--- src/rtl/muldiv_occ_pkg.sv ---
package muldiv_occ_pkg;

  // One cycle's accepted issue events, handed to the hi/lo timer.
  typedef struct packed {
    logic div_go;
    logic div_wide;
    logic mul_go;
    logic mul_wide;
  } issue_evt_t;

  function automatic int imax(input int a, input int b);
    return (a > b) ? a : b;
  endfunction

endpackage

--- src/rtl/muldiv_div_window.sv ---
// Divider occupancy. rem counts down to the end of the latest busy window.
// prev_rem keeps the tail of the window before it while a follow-on divide
// is still in its lead-in. LEAD must be at least 1.
module muldiv_div_window #(
  parameter int LEAD       = 4,
  parameter int NARROW_OCC = 32,
  parameter int WIDE_OCC   = 64
) (
  input  logic clk,
  input  logic rst,
  input  logic fire,
  input  logic wide,
  output logic ready,
  output logic busy
);

  localparam int REM_MAX = LEAD + WIDE_OCC;
  localparam int RW      = $clog2(REM_MAX + 1);
  localparam int LW      = $clog2(LEAD + 1);
  localparam logic [RW-1:0] NARROW_LOAD = RW'(LEAD + NARROW_OCC - 1);
  localparam logic [RW-1:0] WIDE_LOAD   = RW'(LEAD + WIDE_OCC - 1);
  localparam logic [RW-1:0] READY_AT    = RW'(LEAD);

  logic [RW-1:0] rem_q, rem_n, prev_q, prev_n;
  logic [LW-1:0] lead_q, lead_n;
  logic          ready_q, busy_q;

  function automatic logic [RW-1:0] dec_r(input logic [RW-1:0] v);
    return (v == '0) ? v : v - 1'b1;
  endfunction

  always_comb begin
    if (fire) begin
      rem_n  = wide ? WIDE_LOAD : NARROW_LOAD;
      prev_n = dec_r(rem_q);
      lead_n = LW'(LEAD - 1);
    end else begin
      rem_n  = dec_r(rem_q);
      prev_n = dec_r(prev_q);
      lead_n = (lead_q == '0) ? lead_q : lead_q - 1'b1;
    end
  end

  always_ff @(posedge clk) begin
    if (rst) begin
      rem_q   <= '0;
      prev_q  <= '0;
      lead_q  <= '0;
      ready_q <= 1'b1;
      busy_q  <= 1'b0;
    end else begin
      rem_q   <= rem_n;
      prev_q  <= prev_n;
      lead_q  <= lead_n;
      ready_q <= (rem_n <= READY_AT);
      busy_q  <= ((lead_n == '0) && (rem_n != '0)) || (prev_n != '0);
    end
  end

  assign ready = ready_q;
  assign busy  = busy_q;

endmodule

--- src/rtl/muldiv_mul_port.sv ---
// Multiplier issue port. A wide multiply holds the port for WIDE_HOLD
// extra cycles after its issue cycle.
module muldiv_mul_port #(
  parameter int WIDE_HOLD = 1
) (
  input  logic clk,
  input  logic rst,
  input  logic fire,
  input  logic wide,
  output logic ready
);

  localparam int HW = $clog2(WIDE_HOLD + 1);

  logic [HW-1:0] hold_q, hold_n;
  logic          ready_q;

  always_comb begin
    if (fire && wide)       hold_n = HW'(WIDE_HOLD);
    else if (hold_q != '0)  hold_n = hold_q - 1'b1;
    else                    hold_n = hold_q;
  end

  always_ff @(posedge clk) begin
    if (rst) begin
      hold_q  <= '0;
      ready_q <= 1'b1;
    end else begin
      hold_q  <= hold_n;
      ready_q <= (hold_n == '0);
    end
  end

  assign ready = ready_q;

endmodule

--- src/rtl/muldiv_hilo_timer.sv ---
// Countdown to the last pending hi/lo write; the largest remaining count wins.
module muldiv_hilo_timer
  import muldiv_occ_pkg::*;
#(
  parameter int CW        = 7,
  parameter int DIV_N_WR  = 40,
  parameter int DIV_W_WR  = 72,
  parameter int MUL_N_WR  = 7,
  parameter int MUL_W_WR  = 8
) (
  input  logic          clk,
  input  logic          rst,
  input  issue_evt_t    evt,
  output logic [CW-1:0] wait_cnt
);

  logic [CW-1:0] cnt_q, dec_v, div_v, mul_v, pick_v;

  always_comb begin
    dec_v = (cnt_q == '0) ? cnt_q : cnt_q - 1'b1;
    div_v = '0;
    mul_v = '0;
    if (evt.div_go) div_v = evt.div_wide ? CW'(DIV_W_WR - 1) : CW'(DIV_N_WR - 1);
    if (evt.mul_go) mul_v = evt.mul_wide ? CW'(MUL_W_WR - 1) : CW'(MUL_N_WR - 1);
    pick_v = dec_v;
    if (div_v > pick_v) pick_v = div_v;
    if (mul_v > pick_v) pick_v = mul_v;
  end

  always_ff @(posedge clk) begin
    if (rst) cnt_q <= '0;
    else     cnt_q <= pick_v;
  end

  assign wait_cnt = cnt_q;

endmodule

--- src/rtl/muldiv_occupancy.sv ---
module muldiv_occupancy
  import muldiv_occ_pkg::*;
#(
  parameter int LEAD       = 4,
  parameter int NARROW_OCC = 32,
  parameter int WIDE_OCC   = 64,
  parameter int HILO_TAIL  = 4,
  parameter int MUL_WR     = 7,
  parameter int MUL_HOLD   = 1,
  parameter int HW         = 7
) (
  input  logic          clk,
  input  logic          rst,
  input  logic          div_req,
  input  logic          div_wide,
  input  logic          mul_req,
  input  logic          mul_wide,
  output logic          div_ready,
  output logic          div_busy,
  output logic          mul_ready,
  output logic [HW-1:0] hilo_wait
);

  localparam int DIV_N_WR = LEAD + NARROW_OCC + HILO_TAIL;
  localparam int DIV_W_WR = LEAD + WIDE_OCC + HILO_TAIL;
  localparam int MUL_N_WR = MUL_WR;
  localparam int MUL_W_WR = MUL_WR + MUL_HOLD;

  logic       div_fire, mul_fire;
  issue_evt_t evt;

  assign div_fire = div_req && div_ready;
  assign mul_fire = mul_req && mul_ready;

  always_comb begin
    evt.div_go   = div_fire;
    evt.div_wide = div_wide;
    evt.mul_go   = mul_fire;
    evt.mul_wide = mul_wide;
  end

  muldiv_div_window #(
    .LEAD(LEAD), .NARROW_OCC(NARROW_OCC), .WIDE_OCC(WIDE_OCC)
  ) u_div (
    .clk(clk), .rst(rst), .fire(div_fire), .wide(div_wide),
    .ready(div_ready), .busy(div_busy)
  );

  muldiv_mul_port #(.WIDE_HOLD(MUL_HOLD)) u_mul (
    .clk(clk), .rst(rst), .fire(mul_fire), .wide(mul_wide), .ready(mul_ready)
  );

  muldiv_hilo_timer #(
    .CW(HW), .DIV_N_WR(DIV_N_WR), .DIV_W_WR(DIV_W_WR),
    .MUL_N_WR(MUL_N_WR), .MUL_W_WR(MUL_W_WR)
  ) u_hilo (
    .clk(clk), .rst(rst), .evt(evt), .wait_cnt(hilo_wait)
  );

endmodule

--- config.mk ---
export PLATFORM = sky130hd
export DESIGN_NAME = muldiv_occupancy
export DESIGN_NICKNAME = d
export VERILOG_FILES = /design/src/rtl/muldiv_occ_pkg.sv /design/src/rtl/muldiv_div_window.sv /design/src/rtl/muldiv_mul_port.sv /design/src/rtl/muldiv_hilo_timer.sv /design/src/rtl/muldiv_occupancy.sv
export SDC_FILE = /design/constraint.sdc
export NUM_CORES = 1
export LEC_CHECK = 0
export ABC_AREA = 1
export CAP_MARGIN = 0
export CORE_ASPECT_RATIO = 0.6
export CORE_UTILIZATION = 41
export CTS_CLUSTER_DIAMETER = 50
export DETAILED_ROUTE_END_ITERATION = 16
export DONT_BUFFER_PORTS = 1
export SLEW_MARGIN = 20
export SYNTH_ARGS = -nofsm -noshare
export SYNTH_HDL_FRONTEND = slang
export SYNTH_SLANG_ARGS = --single-unit
--- constraint.sdc ---
create_clock -name clk -period 3.6 [get_ports clk]
set_input_delay 0.54 -clock clk [delete_from_list [all_inputs] [get_ports clk]]
set_output_delay 0.54 -clock clk [all_outputs]
set_load 0.01 [all_outputs]
==> out/results.tsv, run 1 <==
metric	value	unit
status	finished, final reports clean	
cp-start-kind	flop	
drc	0	
worst_setup_hold_path_clk_slew	0.10	ns
antenna_left	0	
htree_levels	1	
timing.final.crit_period	3.385	ns
crit_family	simple AND/OR/NAND/NOR gates	
chipHeight	54.86	um
finalCritPeriodShare	0.9402	
nFillCells	435	
place.gp.congestion	0.8334	
place.detailed.instances	331	
synth-async-reset-ratio	0	
post_route_cells_drive_above_1_share	0.2226	
numPortBuffers	0	
hold_buffers	0	
grt_overflow_total	0	
first_global_vias	1421	
finish.instance_area	0.002181	mm^2
ys_ff_latch	27	
routed_via_count_divided_by_cell_count	4.866	
floorplan.initialDensity	0.4462	
synth_commonest_cells	inv_1 (52), nand2_1 (36), nor2_1 (35)	
antenna_found_initial	0	
routed_wire_length_per_instance	13.26	um
synth.largest_area_cell	dfxtp_1	
yosys_warnings	0	
cp_data_arrival_time	3.57	ns
groute.usage.overall	0.1874	
maxCapViolations	0	
clock_path_buffers	2	
dieArea	0.004943	mm^2
fp.coreArea	0.004279	mm^2
antennaDiodeCount	0	
nNetsFinal	305	
timing.fmax	295.4	MHz
post-synth-top-count-cell	inv_1	
worst_skew_pair.late_latency	0.28	ns
drt_pre_antenna_iters	4	
worst-path-buf-inv	5	
dp.final_hpwl	3.515	mm
netlist_area	0.001909	mm^2
max_stage_delay_cell_worst_path	dfxtp_4	
placed_cell_area	0.001983	mm^2
required	3.78	ns
wire_length_of_the_first_global_routing_pass	7.038	mm
setup_viol_count_final	0	
yosys.area.top_type_share	0.2831	
synth_edf_count	0	
final_cells	343	
fp.dieW	90.10	um
max_slew_margin	0.7388	
count_of_final_max_slew_check_failures	0	
worst_slew_pin_slew	0.3888	ns
timing.hold.worst.class	in -> reg	
rows	18	
top_level_ports	16	
worstSetupPathType	reg -> reg	
flow.area_growth_from_synthesis	14.22	%
clock_sink_count	27	
numCtsBuffers	3	
cp_max_fo	5	
synth_cells	273	
grt_max_degree	18	
synth_top_flop_cell	dfxtp_1	
hold_violations	0	
detailedRoute.firstIterationViolations	101	
post_synth_main_area_contributors	dfxtp_1 (28%), inv_1 (10%), ha_1 (9.8%)	
clk_tree_root_cell	clkbuf_8	
post_route_setup_tns	0	ns
synth.yosys.seq_area_share	0.2831	
critical_path.endpoint_type	flop	
postLayoutCoreUtil	0.5096	
cts_tree	done	
post_synth.cell_area_avg	6.994	um^2
count_of_distinct_cell_types_in_the_synthesized_netlist	31	
synth_nets	294	
via_count	1669	
drt-total-wl	4.547	mm
critical_path.max_stage_delay	0.40	ns
skew	0.004581	ns
==> cell families (layout without fill, tap and decap cells) <==
family	count (synthesis)	count (layout)	synth area share
AND/OR/NAND/NOR	126	127	0.3316
buffers and inverters	59	68	0.1173
adder cells (fa/ha/maj)	15	15	0.09830
XOR/XNOR	15	15	0.06880
AO/OA/AOI/OAI	31	31	0.1009
flip-flops	27	27	0.2831
==> final timing paths <==
kind,start,end,slack (ns),cells past startpoint
worst max-delay path,u_hilo.wait_cnt[0],u_hilo.wait_cnt[0],0.22,28
worst min-delay path,rst,u_div.prev_q[3],0.31,1
worst max register to register,u_hilo.wait_cnt[0],u_hilo.wait_cnt[0],0.22,28
worst min register to register,u_div.lead_q[1],u_div.lead_q[1],0.54,2
==> sequential cells by signal (all words and copies together), names as in the netlist <==
| name | cells |
|---|---|
| u_div.rem_q | 7 |
| u_div.ready | 1 |
| u_div.busy | 1 |
| u_div.prev_q | 7 |
| u_hilo.wait_cnt | 7 |
| u_div.lead_q | 3 |
| u_mul.ready | 1 |
==> metrics by stage <==
step	hold slack, ns	setup WS [ns]
6_report	0.3108	0.2151
5_1_grt	0.2994	-0.01367
4_1_cts	0.3061	0.04210
3_5_place_dp	0.5208	0.07439
3_3_place_gp	0.5245	0.1662
2_1_floorplan	0.4799	0.4538
==> cell usage in the layout (no fill, tap or decap), types with 3 or more instances in the layout <==
| cell | instances |
|---|---|
| inv_1 | 47 |
| nor2_1 | 35 |
| nand2_1 | 34 |
| dfxtp_1 | 24 |
| nand3_1 | 22 |
| ha_1 | 11 |
| nand2_2 | 10 |
| xor2_1 | 10 |
| o21ai_0 | 10 |
| buf_4 | 9 |
| a21oi_1 | 8 |
| inv_2 | 6 |
| nor2_2 | 5 |
| nor3_1 | 4 |
| xnor2_1 | 4 |
| nand4_1 | 4 |
| nand3_2 | 4 |
| nand2_4 | 4 |
| o21ai_2 | 4 |
| clkbuf_8 | 3 |
==> cell type report <==
cell class / count / area [um^2] / area share
clock buffers: 3 / 41.29 / 0.01893
well taps: 60 / 75.07 / 0.03442
inverters: 55 / 214.0 / 0.09811
repair buffers: 9 / 67.56 / 0.03098
flip-flops and latches: 27 / 549.3 / 0.2519
multi-input cells: 188 / 1225 / 0.5617
clock inverters: 1 / 8.758 / 0.004016
==> layer usage <==
layer	vias to the layer above	part of all wire	track usage
li1	881	-	-
met3	2	0.040	0.04167
met5	-	0	0
met4	0	0.0042	0.01882
met2	27	0.37	0.2570
met1	759	0.59	0.2958
==> what timing repair did <==
item / CTS / global route
buffers inserted: 0 / 7
gates resized for setup: 0 / 24
endpoints found under the setup margin: 0 / 6
Power of run 1 is not shown: default switching activity piles up to over one toggle a cycle in this logic, so the estimate is an artifact.
==> inputs of run 2 (changes only) <==
--- a/config.mk
+++ b/config.mk
@@ -8,6 +8,7 @@
 export ABC_AREA = 1
 export CAP_MARGIN = 0
 export CORE_ASPECT_RATIO = 0.6
+export CORE_MARGIN = 5
 export CORE_UTILIZATION = 41
 export CTS_CLUSTER_DIAMETER = 50
 export DETAILED_ROUTE_END_ITERATION = 16
==> run 2 against run 1 <==
  * Sequential share of layout area down 0.56 points
  * Via count shrank 1.2%
  * Flip-flop and latch count unchanged
  * Worst hold slack improved by 0.0048 ns
  * Routed wire length down 4.0%
  * Largest cell class unchanged
==> out/results.tsv, run 2 (synthesized netlist as in run 1, its figures left out) <==
metric	value	unit	change
most_used_cells_in_the_layout_excluding_fill_and_tap_cells	inv_1 (48), nor2_1 (34), nand2_1 (33), nand3_1 (22), dfxtp_1 (21)		
fp.dieW	98.10	um	+8.9%
wire_length_of_the_first_global_routing_pass	7.307	mm	+3.8%
worstSetupPathType	reg -> reg		
max_stage_delay_cell_worst_path	dfxtp_4		
count_of_final_max_slew_check_failures	0		unchanged
worst_slew_pin_slew	0.3654	ns	-0.02334 ns
timing.hold.worst.class	in -> reg		
timing.final.crit_period	3.323	ns	-0.06157 ns
timing.fmax	300.9	MHz	+1.9%
floorplan.initialDensity	0.4205		-0.02570
drt-total-wl	4.364	mm	-4.0%
cts_tree	done		
place.gp.congestion	0.8669		+4.0%
fp.coreArea	0.004541	mm^2	+6.1%
numCtsBuffers	3		unchanged
hold_violations	0		unchanged
htree_levels	1		unchanged
finalCritPeriodShare	0.9231		-0.01710
antennaDiodeCount	0		unchanged
maxCapViolations	0		unchanged
chipHeight	62.86	um	+15%
drt_pre_antenna_iters	4		unchanged
numPortBuffers	0		unchanged
nFillCells	443		+1.8%
grtUsageMet3	0.02899		-0.01268
critical_path.endpoint_type	flop		
status	finished, final reports clean		
cp-start-kind	flop		
drc	0		unchanged
clock_path_buffers	2		unchanged
first_global_vias	1455		+2.4%
antenna_found_initial	0		unchanged
post_route_cells_drive_above_1_share	0.2421		+0.01949
dp.final_hpwl	3.365	mm	-4.3%
cp_data_arrival_time	3.50	ns	-0.07 ns
met1_track_utilization_from_global_routing	0.2517		-0.04410
groute.usage.overall	0.1453		-0.04206
worst-path-buf-inv	6		+1
postLayoutCoreUtil	0.4924		-0.01723
flow.area_growth_from_synthesis	17.10	%	
antenna_left	0		unchanged
via_count	1649		-1.2%
holdWs	0.3157	ns	+0.004849 ns
critical_path.max_stage_delay	0.39	ns	about the same
cp_max_fo	7		+2
rows	19		+1
worst_skew_pair.late_latency	0.28	ns	about the same
dieArea	0.006167	mm^2	+25%
routed_via_count_divided_by_cell_count	4.739		-2.6%
detailedRoute.firstIterationViolations	87		-14%
clock_sink_count	27		unchanged
clk_tree_root_cell	clkbuf_8		
crit_family	simple AND/OR/NAND/NOR gates		
grt_max_degree	18		unchanged
top_level_ports	16		unchanged
mostFrequentLayoutCell	inv_1		
routed_wire_length_per_instance	12.54	um	-5.4%
required	3.78	ns	about the same
critical-path-top-cell-by-count	nand2_4		
grt_overflow_total	0		unchanged
setup_viol_count_final	0		unchanged
max_slew_margin	0.7545		+0.01568
nNetsFinal	307		+0.66%
grt_most_used_layer	met1		
grtUsageMet2	0.1720		-0.08496
skew	0.005857	ns	+0.001276 ns
worst_setup_hold_path_clk_slew	0.10	ns	about the same
## run 2: repair_timing
| item | 4_1_cts | 5_1_grt |
|---|---|---|
| gates resized for setup | 0 | 31 |
| hold buffers | 0 | 0 |
| setup endpoints to repair | 0 | 6 |
| buffers inserted | 0 | 9 |
## run 2: worst paths after layout
kind                       from            endpoint  slack, ns  depth (start not counted)
max reg2reg  u_hilo.wait_cnt[0]  u_hilo.wait_cnt[2]       0.28                         28
max          u_hilo.wait_cnt[0]  u_hilo.wait_cnt[2]       0.28                         28
min                         rst     u_div.prev_q[0]       0.32                          1
min reg2reg     u_div.lead_q[1]     u_div.lead_q[1]       0.56                          2
## run 2: per-layer routing
layer / vias up / wire length (um)
met2: 44 / 1510
met5: - / 0
li1: 885 / -
met4: 0 / 62
met1: 714 / 2505
met3: 6 / 285
## run 2: area by class of cell
class,count,area (um^2),share of cell area
Multi-Input combinational cell,187,1250,0.5590
Sequential cell,27,550.5,0.2462
Inverter,55,216.5,0.09681
Timing Repair Buffer,12,90.09,0.04029
Tap cell,63,78.83,0.03525
Clock buffer,3,41.29,0.01847
Clock inverter,1,8.758,0.003917
## run 2: stage by stage
stage,setup WS [ns],cells,setup TNS [ns],cell area [um^2]
finish,0.2767,348,0,2236
floorplan,0.4538,273,0,1909
global placement,0.1549,335,0,1994
global route,-0.03797,348,-0.1278,2236
detailed placement,0.1010,335,0,1994
CTS,0.09222,339,0,2044
Power of run 2 is left out for the same reason.
